## src/rtl/ledpat_pkg.sv

```systemverilog
package ledpat_pkg;

  typedef enum logic [1:0] {
    ST_NONE   = 2'd0,
    ST_CHARGE = 2'd1,
    ST_MAINT  = 2'd2,
    ST_FAULT  = 2'd3
  } chgStatus_e;

  typedef enum logic [2:0] {
    PAT_DARK = 3'd0,
    PAT_LIT  = 3'd1,
    PAT_LONG = 3'd2,
    PAT_MED  = 3'd3,
    PAT_FAST = 3'd4
  } pattern_e;

  typedef struct packed {
    logic     restart;
    logic     advance;
    pattern_e pattern;
  } ledStrobe_t;

endpackage

```

## src/rtl/ledpat_ctrl.sv

```systemverilog
module ledpat_ctrl
  import ledpat_pkg::*;
#(
  parameter int STATUS_W = 2,
  parameter int MODE_W   = 2
) (
  input  logic                clk,
  input  logic                rst_n,
  input  logic                tickUnit,
  input  logic [STATUS_W-1:0] statusIn,
  input  logic [MODE_W-1:0]   dispMode,
  output ledStrobe_t          strobe
);

  localparam int SEL_W = STATUS_W + MODE_W;

  logic [SEL_W-1:0] selCur;
  logic [SEL_W-1:0] selReg;
  logic [MODE_W-1:0] effMode;
  pattern_e patCur;

  assign selCur = {dispMode, statusIn};

  // Mode code 3 (undriven strap read) folds onto mode 1
  always_comb begin
    effMode = dispMode;
    if (dispMode == MODE_W'(3)) effMode = MODE_W'(1);
  end

  always_comb begin
    patCur = PAT_DARK;
    unique case (chgStatus_e'(statusIn))
      ST_NONE:   patCur = PAT_DARK;
      ST_CHARGE: patCur = (effMode == MODE_W'(2)) ? PAT_LONG : PAT_LIT;
      ST_MAINT: begin
        if (effMode == MODE_W'(0))      patCur = PAT_LONG;
        else if (effMode == MODE_W'(1)) patCur = PAT_DARK;
        else                            patCur = PAT_LIT;
      end
      ST_FAULT:  patCur = (effMode == MODE_W'(0)) ? PAT_MED : PAT_FAST;
      default:   patCur = PAT_DARK;
    endcase
  end

  always_ff @(posedge clk or negedge rst_n) begin
    if (!rst_n) selReg <= '0;
    else        selReg <= selCur;
  end

  always_comb begin
    strobe.restart = (selCur != selReg);
    strobe.advance = tickUnit & ~strobe.restart;
    strobe.pattern = patCur;
  end

endmodule

```

## src/rtl/ledpat_dp.sv

```systemverilog
module ledpat_dp
  import ledpat_pkg::*;
#(
  parameter int LONG_LOW = 5,
  parameter int LONG_GAP = 1,
  parameter int MED_LOW  = 3,
  parameter int MED_GAP  = 3,
  parameter int FAST_LOW = 1,
  parameter int FAST_GAP = 1
) (
  input  logic       clk,
  input  logic       rst_n,
  input  ledStrobe_t strobe,
  output logic       ledLow
);

  localparam int LONG_PER = LONG_LOW + LONG_GAP;
  localparam int MED_PER  = MED_LOW + MED_GAP;
  localparam int FAST_PER = FAST_LOW + FAST_GAP;
  localparam int MAX_A    = (LONG_PER > MED_PER) ? LONG_PER : MED_PER;
  localparam int MAX_PER  = (MAX_A > FAST_PER) ? MAX_A : FAST_PER;
  localparam int PH_W     = (MAX_PER > 2) ? $clog2(MAX_PER) : 1;

  pattern_e        patReg;
  logic [PH_W-1:0] phase;
  logic [PH_W-1:0] lowCnt;
  logic [PH_W-1:0] lastPh;
  logic            blinking;

  always_comb begin
    lowCnt   = '0;
    lastPh   = '0;
    blinking = 1'b1;
    unique case (patReg)
      PAT_LONG: begin lowCnt = PH_W'(LONG_LOW); lastPh = PH_W'(LONG_PER - 1); end
      PAT_MED:  begin lowCnt = PH_W'(MED_LOW);  lastPh = PH_W'(MED_PER - 1);  end
      PAT_FAST: begin lowCnt = PH_W'(FAST_LOW); lastPh = PH_W'(FAST_PER - 1); end
      default:  blinking = 1'b0;
    endcase
  end

  always_ff @(posedge clk or negedge rst_n) begin
    if (!rst_n) begin
      patReg <= PAT_DARK;
      phase  <= '0;
    end else if (strobe.restart) begin
      patReg <= strobe.pattern;
      phase  <= '0;
    end else if (strobe.advance && blinking) begin
      phase <= (phase == lastPh) ? '0 : phase + PH_W'(1);
    end
  end

  always_comb begin
    unique case (patReg)
      PAT_LIT:  ledLow = 1'b1;
      PAT_DARK: ledLow = 1'b0;
      default:  ledLow = (phase < lowCnt);
    endcase
  end

endmodule

```

## src/rtl/charge_led_pattern.sv

```systemverilog
module charge_led_pattern
  import ledpat_pkg::*;
#(
  parameter int LONG_LOW = 5,
  parameter int LONG_GAP = 1,
  parameter int MED_LOW  = 3,
  parameter int MED_GAP  = 3,
  parameter int FAST_LOW = 1,
  parameter int FAST_GAP = 1
) (
  input  logic       clk,
  input  logic       rst_n,
  input  logic       tickUnit,
  input  logic [1:0] statusIn,
  input  logic [1:0] dispMode,
  output logic       ledPullLow,
  output logic       ledHiZ
);

  ledStrobe_t strobe;
  logic       ledLow;

  ledpat_ctrl #(.STATUS_W(2), .MODE_W(2)) u_ctrl (
    .clk      (clk),
    .rst_n    (rst_n),
    .tickUnit (tickUnit),
    .statusIn (statusIn),
    .dispMode (dispMode),
    .strobe   (strobe)
  );

  ledpat_dp #(
    .LONG_LOW(LONG_LOW), .LONG_GAP(LONG_GAP),
    .MED_LOW (MED_LOW),  .MED_GAP (MED_GAP),
    .FAST_LOW(FAST_LOW), .FAST_GAP(FAST_GAP)
  ) u_dp (
    .clk    (clk),
    .rst_n  (rst_n),
    .strobe (strobe),
    .ledLow (ledLow)
  );

  assign ledPullLow = ledLow;
  assign ledHiZ     = ~ledLow;

endmodule

```

## config.mk

```make
export PLATFORM = sky130hd
export DESIGN_NAME = charge_led_pattern
export DESIGN_NICKNAME = d
export VERILOG_FILES = /design/src/rtl/ledpat_pkg.sv /design/src/rtl/ledpat_ctrl.sv /design/src/rtl/ledpat_dp.sv /design/src/rtl/charge_led_pattern.sv
export SDC_FILE = /design/constraint.sdc
export NUM_CORES = 1
export LEC_CHECK = 0
export CORE_AREA = 2 2 39 41
export DETAILED_ROUTE_END_ITERATION = 7
export DIE_AREA = 0 0 41 43
export PLACE_DENSITY = 0.67
export SLEW_MARGIN = 20
export SYNTH_ARGS = -nofsm -noshare
export SYNTH_HDL_FRONTEND = slang
export SYNTH_SLANG_ARGS = --single-unit
```

## constraint.sdc

```tcl
create_clock -name clk -period 3.5 [get_ports clk]
set_input_delay 0.525 -clock clk [delete_from_list [all_inputs] [get_ports clk]]
set_output_delay 0.525 -clock clk [all_outputs]
set_load 0.02 [all_outputs]
```

# Yosys cells after proc, flatten, opt, wreduce, memory -nomap -nowiden
# Index checks and enable logic that the tools add are counted.
dict set report op_classes {
  add_sub_neg 1
  n_lt_le_gt_ge 1
  eq_ne 12
  muxes 13
  n_bitwise 3
  n_reduce_logical 7
}
# operator count
set op_table {}
lappend op_table {{3-bit 2-to-1 mux} 5}
lappend op_table {{3-bit one-hot mux with 4 select lines} 1}
lappend op_table {{3-bit one-hot mux with 3 select lines} 1}
lappend op_table {{2-bit == test (second input constant)} 4}
lappend op_table {{3-bit by 2-bit == test with 1-bit output (second input constant)} 2}
lappend op_table {{3-bit one-hot mux with 2 select lines} 1}
lappend op_table {{2-bit by 1-bit == test with 1-bit output (second input constant)} 2}
lappend op_table {{2-bit zero test} 2}
lappend op_table {{2-bit 2-to-1 mux} 2}
lappend op_table {{4-bit inequality test} 1}
lappend op_table {{3-bit by 1-bit adder with 3-bit output (second input constant)} 1}
lappend op_table {{3-bit by 1-bit == test with 1-bit output (second input constant)} 1}
lappend op_table {{3-bit == test} 1}
lappend op_table {{3-bit == test (second input constant)} 1}
lappend op_table {{3-bit zero test} 1}
lappend op_table {{3-bit less-than comparator} 1}
lappend op_table {{3-bit OR reduction} 1}
lappend op_table {{1-bit 2-to-1 mux} 2}
lappend op_table {{1-bit NOT} 2}
lappend op_table {{1-bit one-hot mux with 2 select lines} 1}
lappend op_table {{2-bit nonzero test} 1}
lappend op_table {{2-bit OR reduction} 1}
lappend op_table {{1-bit bitwise AND} 1}
lappend op_table {{1-bit logical AND} 1}
dict set report totals {
  register_bits 10
  output_inout_bits 2
  elab_cells 40
}

# Depth between registers and ports, before layout
dict set report depth {
  ltp_word 7
  ltp_mapped 6
  mapped_depth_nobuf 6
}

# By module
# A second synthesis with hierarchy kept.
dict set report unflattened {
  hier_cells 60
  hier_area_um2 603.1
}
# mod n_inst cells_each area_per_inst_um2 seq_area_each_um2
set by_module_without_submodules {}
lappend by_module_without_submodules {ledpat_dp 1 39 397.9 150.1}
lappend by_module_without_submodules {ledpat_ctrl 1 20 201.4 100.1}
lappend by_module_without_submodules {charge_led_pattern 1 1 3.8 0.0}

# Least setup slack after synthesis
# No wires, ideal clock.
dict set report synth_path {
  path_type {register to output}
  start {reg u_dp.patReg[1]}
  end {out ledPullLow}
  arrival_ps 1486
  setup_slack_ps 1489
  path_stages_with_launch 6
  cell_sequence {dfrtp_1 > nor2b_2 > nand2_1 > ha_1 > a21o_1 > a31oi_1}
}
dict set report synth_via {
  elab_chain_len 4
  word_cells_on_any_way 8
}
# item line_no
set synth_rtl {}
lappend synth_rtl {{start, declared} ledpat_dp.sv:24} ;# pattern_e patReg;
lappend synth_rtl {{start signal, assigned} ledpat_dp.sv:47} ;# patReg <= strobe.pattern;
lappend synth_rtl {{3-bit == test / 3-bit by 2-bit == test with 1-bit output (equally long branches)} ledpat_dp.sv:34} ;# unique case (patReg)
lappend synth_rtl {{3-bit one-hot mux with 3 select lines} ledpat_dp.sv:34}
lappend synth_rtl {{3-bit less-than comparator} ledpat_dp.sv:58} ;# default: ledLow = (phase < lowCnt);
lappend synth_rtl {{1-bit one-hot mux with 2 select lines *} ledpat_dp.sv:55} ;# unique case (patReg)
lappend synth_rtl {{end, declared} charge_led_pattern.sv:16} ;# output logic ledPullLow,
# Mark *: on every way between the ends. The rest lies on a longest branch, timed or not.

# Worst setup path in the final report
# Same ends and word-level chain as after synthesis.

==> metrics.md <==
| Metric | Value |
|---|---|
| CTS tree | `built` |
| Mapped Avg Cell Area | `10.48 µm²` |
| Post-Layout Cell Count | `83` |
| Max-cap violation count | `0` |
| Post-CTS Repair Setup Buffers | `0` |
| Clock root buffer | `clkbuf_4` |
| Yosys reg bits | `10` |
| Largest net degree at the start of global routing | `11` |
| DP Area | `686.9 µm²` |
| DRC viols | `0` |
| Leak | `0.0002878 µW` |
| Peak Freq | `366.3 MHz` |
| Boundary Pins | `9` |
| Multi-input gate area | `329.1 µm²` |
| Inserted Diodes | `0` |
| Share of cells above drive strength 1 | `11.94%` |
| Initial drt markers | `0` |
| Syn_nets | `66` |
| Final Hold Viols | `0` |
| Setup TNS | `0 ns` |
| Die extent in x | `41 µm` |
| GRT Util Overall | `15.35%` |
| Hold path cells | `1` |
| Hold path start | `u_dp.patReg[1]` |
| DR vias | `435` |
| Final hold slack | `0.5485 ns` |
| Vias in the first global route | `433` |
| Post-DP HPWL | `745.9 µm` |
| H-Tree Depth | `1` |
| Req. time, crit path | `2.97 ns` |
| Register area share after synthesis | `42.64%` |
| Worst-Margin Slew | `0.4446 ns` |
| Initial Utilization | `42.41%` |
| Clock latency on the worst-skew pair | `0.26 ns` |
| Area of the die | `0.001763 mm²` |
| Fin crit period | `2.730 ns` |
| Synthesized area | `586.8 µm²` |
| Period Utilization, post-route | `78.01%` |
| Worst min path class | `reg -> reg` |
| Hold buffers post-CTS | `0` |
| Unrepaired setup endpoints after global routing | `no` |
| GPL Wtd Cong | `0.7307` |
| Max Clock Skew | `0.0009789 ns` |
| Post-Syn Instances | `56` |
| Commonest non-fill, non-tap cell in the layout | `dfrtp_1` |
| Worst Path Arrival | `2.21 ns` |
| Worst vdd ir | `209.8 µV` |
| Clock-pin transition on the worst setup and hold timing paths | `0.06 ns` |
| Clock buffer count from CTS | `3` |
| Crit end category | `primary output` |
| Post-route design area | `709.4 µm²` |
| Total Nets Final | `79` |
| CP startpoint kind | `flop` |
| Max-slew violations | `0` |
| Core ar. | `0.001384 mm²` |
| Final setup fails | `0` |
| CTS max path bufs | `2` |
| Reg2Reg Depth | `3` |
| Wire per inst | `11.58 µm` |
| Port buffer count | `8` |
| Total grt overflow | `0` |
| CP startpoint | `u_dp.patReg[1]` |
| Slew HR | `70.27%` |
| Cells after DPL | `80` |
| Total power | `260.8 µW` |
| Fill cells | `132` |
| Router iterations before antenna repair | `1` |
| Storage element area | `250.2 µm²` |
| Outcome | `finished, final reports clean` |
| Vias/cell | `5.241` |
| Die Ht | `43 µm` |
| Pwr/cell area | `367.7 mW/mm²` |
| Setup CP Type | `reg -> out` |
| Sinks on Clock Net | `10` |
| Initial antenna violation count | `0` |
| Crit Path Max Fanout | `6` |
| Highest-count cells in the layout ignoring fill and taps | `10 x dfrtp_1, 8 x clkdlybuf4s50_1, 6 x nand2_1, 4 x xnor2_1` |
| Worst reg2reg startpoint | `u_ctrl.selReg[2]` |
| Routed WL | `961 µm` |
| Post-cts sizing count | `0` |
| Area Growth Syn to Fin | `20.90%` |
| First-pass GRT wire length | `1800 µm` |
| Post-route ant nets | `0` |
| # rows | `14` |
| Synth Warn # | `0` |
| Count of different cell masters after synthesis | `28` |
final timing paths:
| kind | to | slack, ns |
|---|---|---|
| max in group asynchronous | u_dp.patReg[1] | 2.62 |
| worst max register to register | u_dp.patReg[1] | 2.21 |
| worst min register to register | u_dp.patReg[1] | 0.55 |
| worst max-delay path | ledPullLow | 0.77 |
| worst min-delay path | u_dp.patReg[1] | 0.55 |
| min in group asynchronous | u_ctrl.selReg[0] | 0.58 |
cell type report:
class	instances	area share, %
inverter	2	1.058
clock buffer	3	3.175
timing repair buffer	8	11.29
tap	16	2.822
sequential	10	35.27
multi-input combinational	44	46.38
cells in the mapped netlist:
cell | count | area share, %
nor2b_1 | 1 | 1.1
nand2_1 | 6 | 3.8
or2_2 | 1 | 1.1
inv_1 | 2 | 1.3
o221ai_1 | 1 | 1.5
o21ai_1 | 2 | 1.7
nor3b_2 | 1 | 2.1
a31oi_1 | 2 | 2.1
xor2_1 | 1 | 1.5
xnor2_1 | 4 | 6.0
nand2b_1 | 2 | 2.1
mux2_2 | 1 | 1.9
a31o_1 | 1 | 1.5
a21oi_1 | 1 | 0.85
o21bai_1 | 1 | 1.3
or2_1 | 1 | 1.1
mux2i_1 | 2 | 3.4
ha_1 | 3 | 6.4
o21ai_0 | 1 | 0.85
dfrtp_1 | 10 | 43
o2111ai_1 | 3 | 4.5
mux2_1 | 1 | 1.9
a21o_1 | 1 | 1.3
nor2_1 | 3 | 1.9
nor2b_2 | 1 | 1.5
o21a_1 | 1 | 1.3
nand4_2 | 1 | 2.1
o211ai_1 | 1 | 1.3
routing by layer:
layer  GRT usage (%)  share of wire, %  vias up
met5               0                 0        -
met4           6.000                 0        0
met3           7.853               4.2        0
met2           20.63                45        6
met1           20.40                50      201
li1                -                 -      228
critical path: stages (launching register included):
cell and delay [ns]:
dfrtp_1 0.38, nor2b_2 0.25, nand2_1 0.08, ha_1 0.29, a21o_1 0.17, a31oi_1 0.16
clkdlybuf4s50_1 0.62
per-stage QoR:
step / worst slack (ns) / util, %
after floorplan: 1.489 / -
after global placement: 1.081 / 49.64
after detailed placement: 1.016 / 49.64
after CTS: 0.7454 / 51.27
after global routing: 0.6342 / 51.27
final: 0.7697 / 51.27
registers in the layout, indices dropped and copies added (netlist names):
name	flops
u_dp.phase	3
u_dp.patReg	3
u_ctrl.selReg	4
logic make-up (layout without fill, tap and decap cells):
family | count (synthesis) | in the layout | synth area share (%)
AOI/OAI and AO/OA | 15 | 15 | 18.13
DFF | 10 | 10 | 42.64
adders and majority gates | 3 | 3 | 6.397
and+or+nand+nor | 17 | 17 | 16.85
muxes | 4 | 4 | 7.249
xor gates and xnor gates | 5 | 5 | 7.462
buffers and inverters | 2 | 13 | 1.280
report_power, final:
| part | internal (µW) | switching, µW | leakage, µW | total, µW |
|---|---|---|---|---|
| Clock | 39.5 | 34.7 | 0.0000138 | 74.2 |
| Sequential | 121 | 4.91 | 0.000127 | 126 |
| Combinational | 31.1 | 29.4 | 0.000147 | 60.5 |
(Power assumes the default switching activity.)
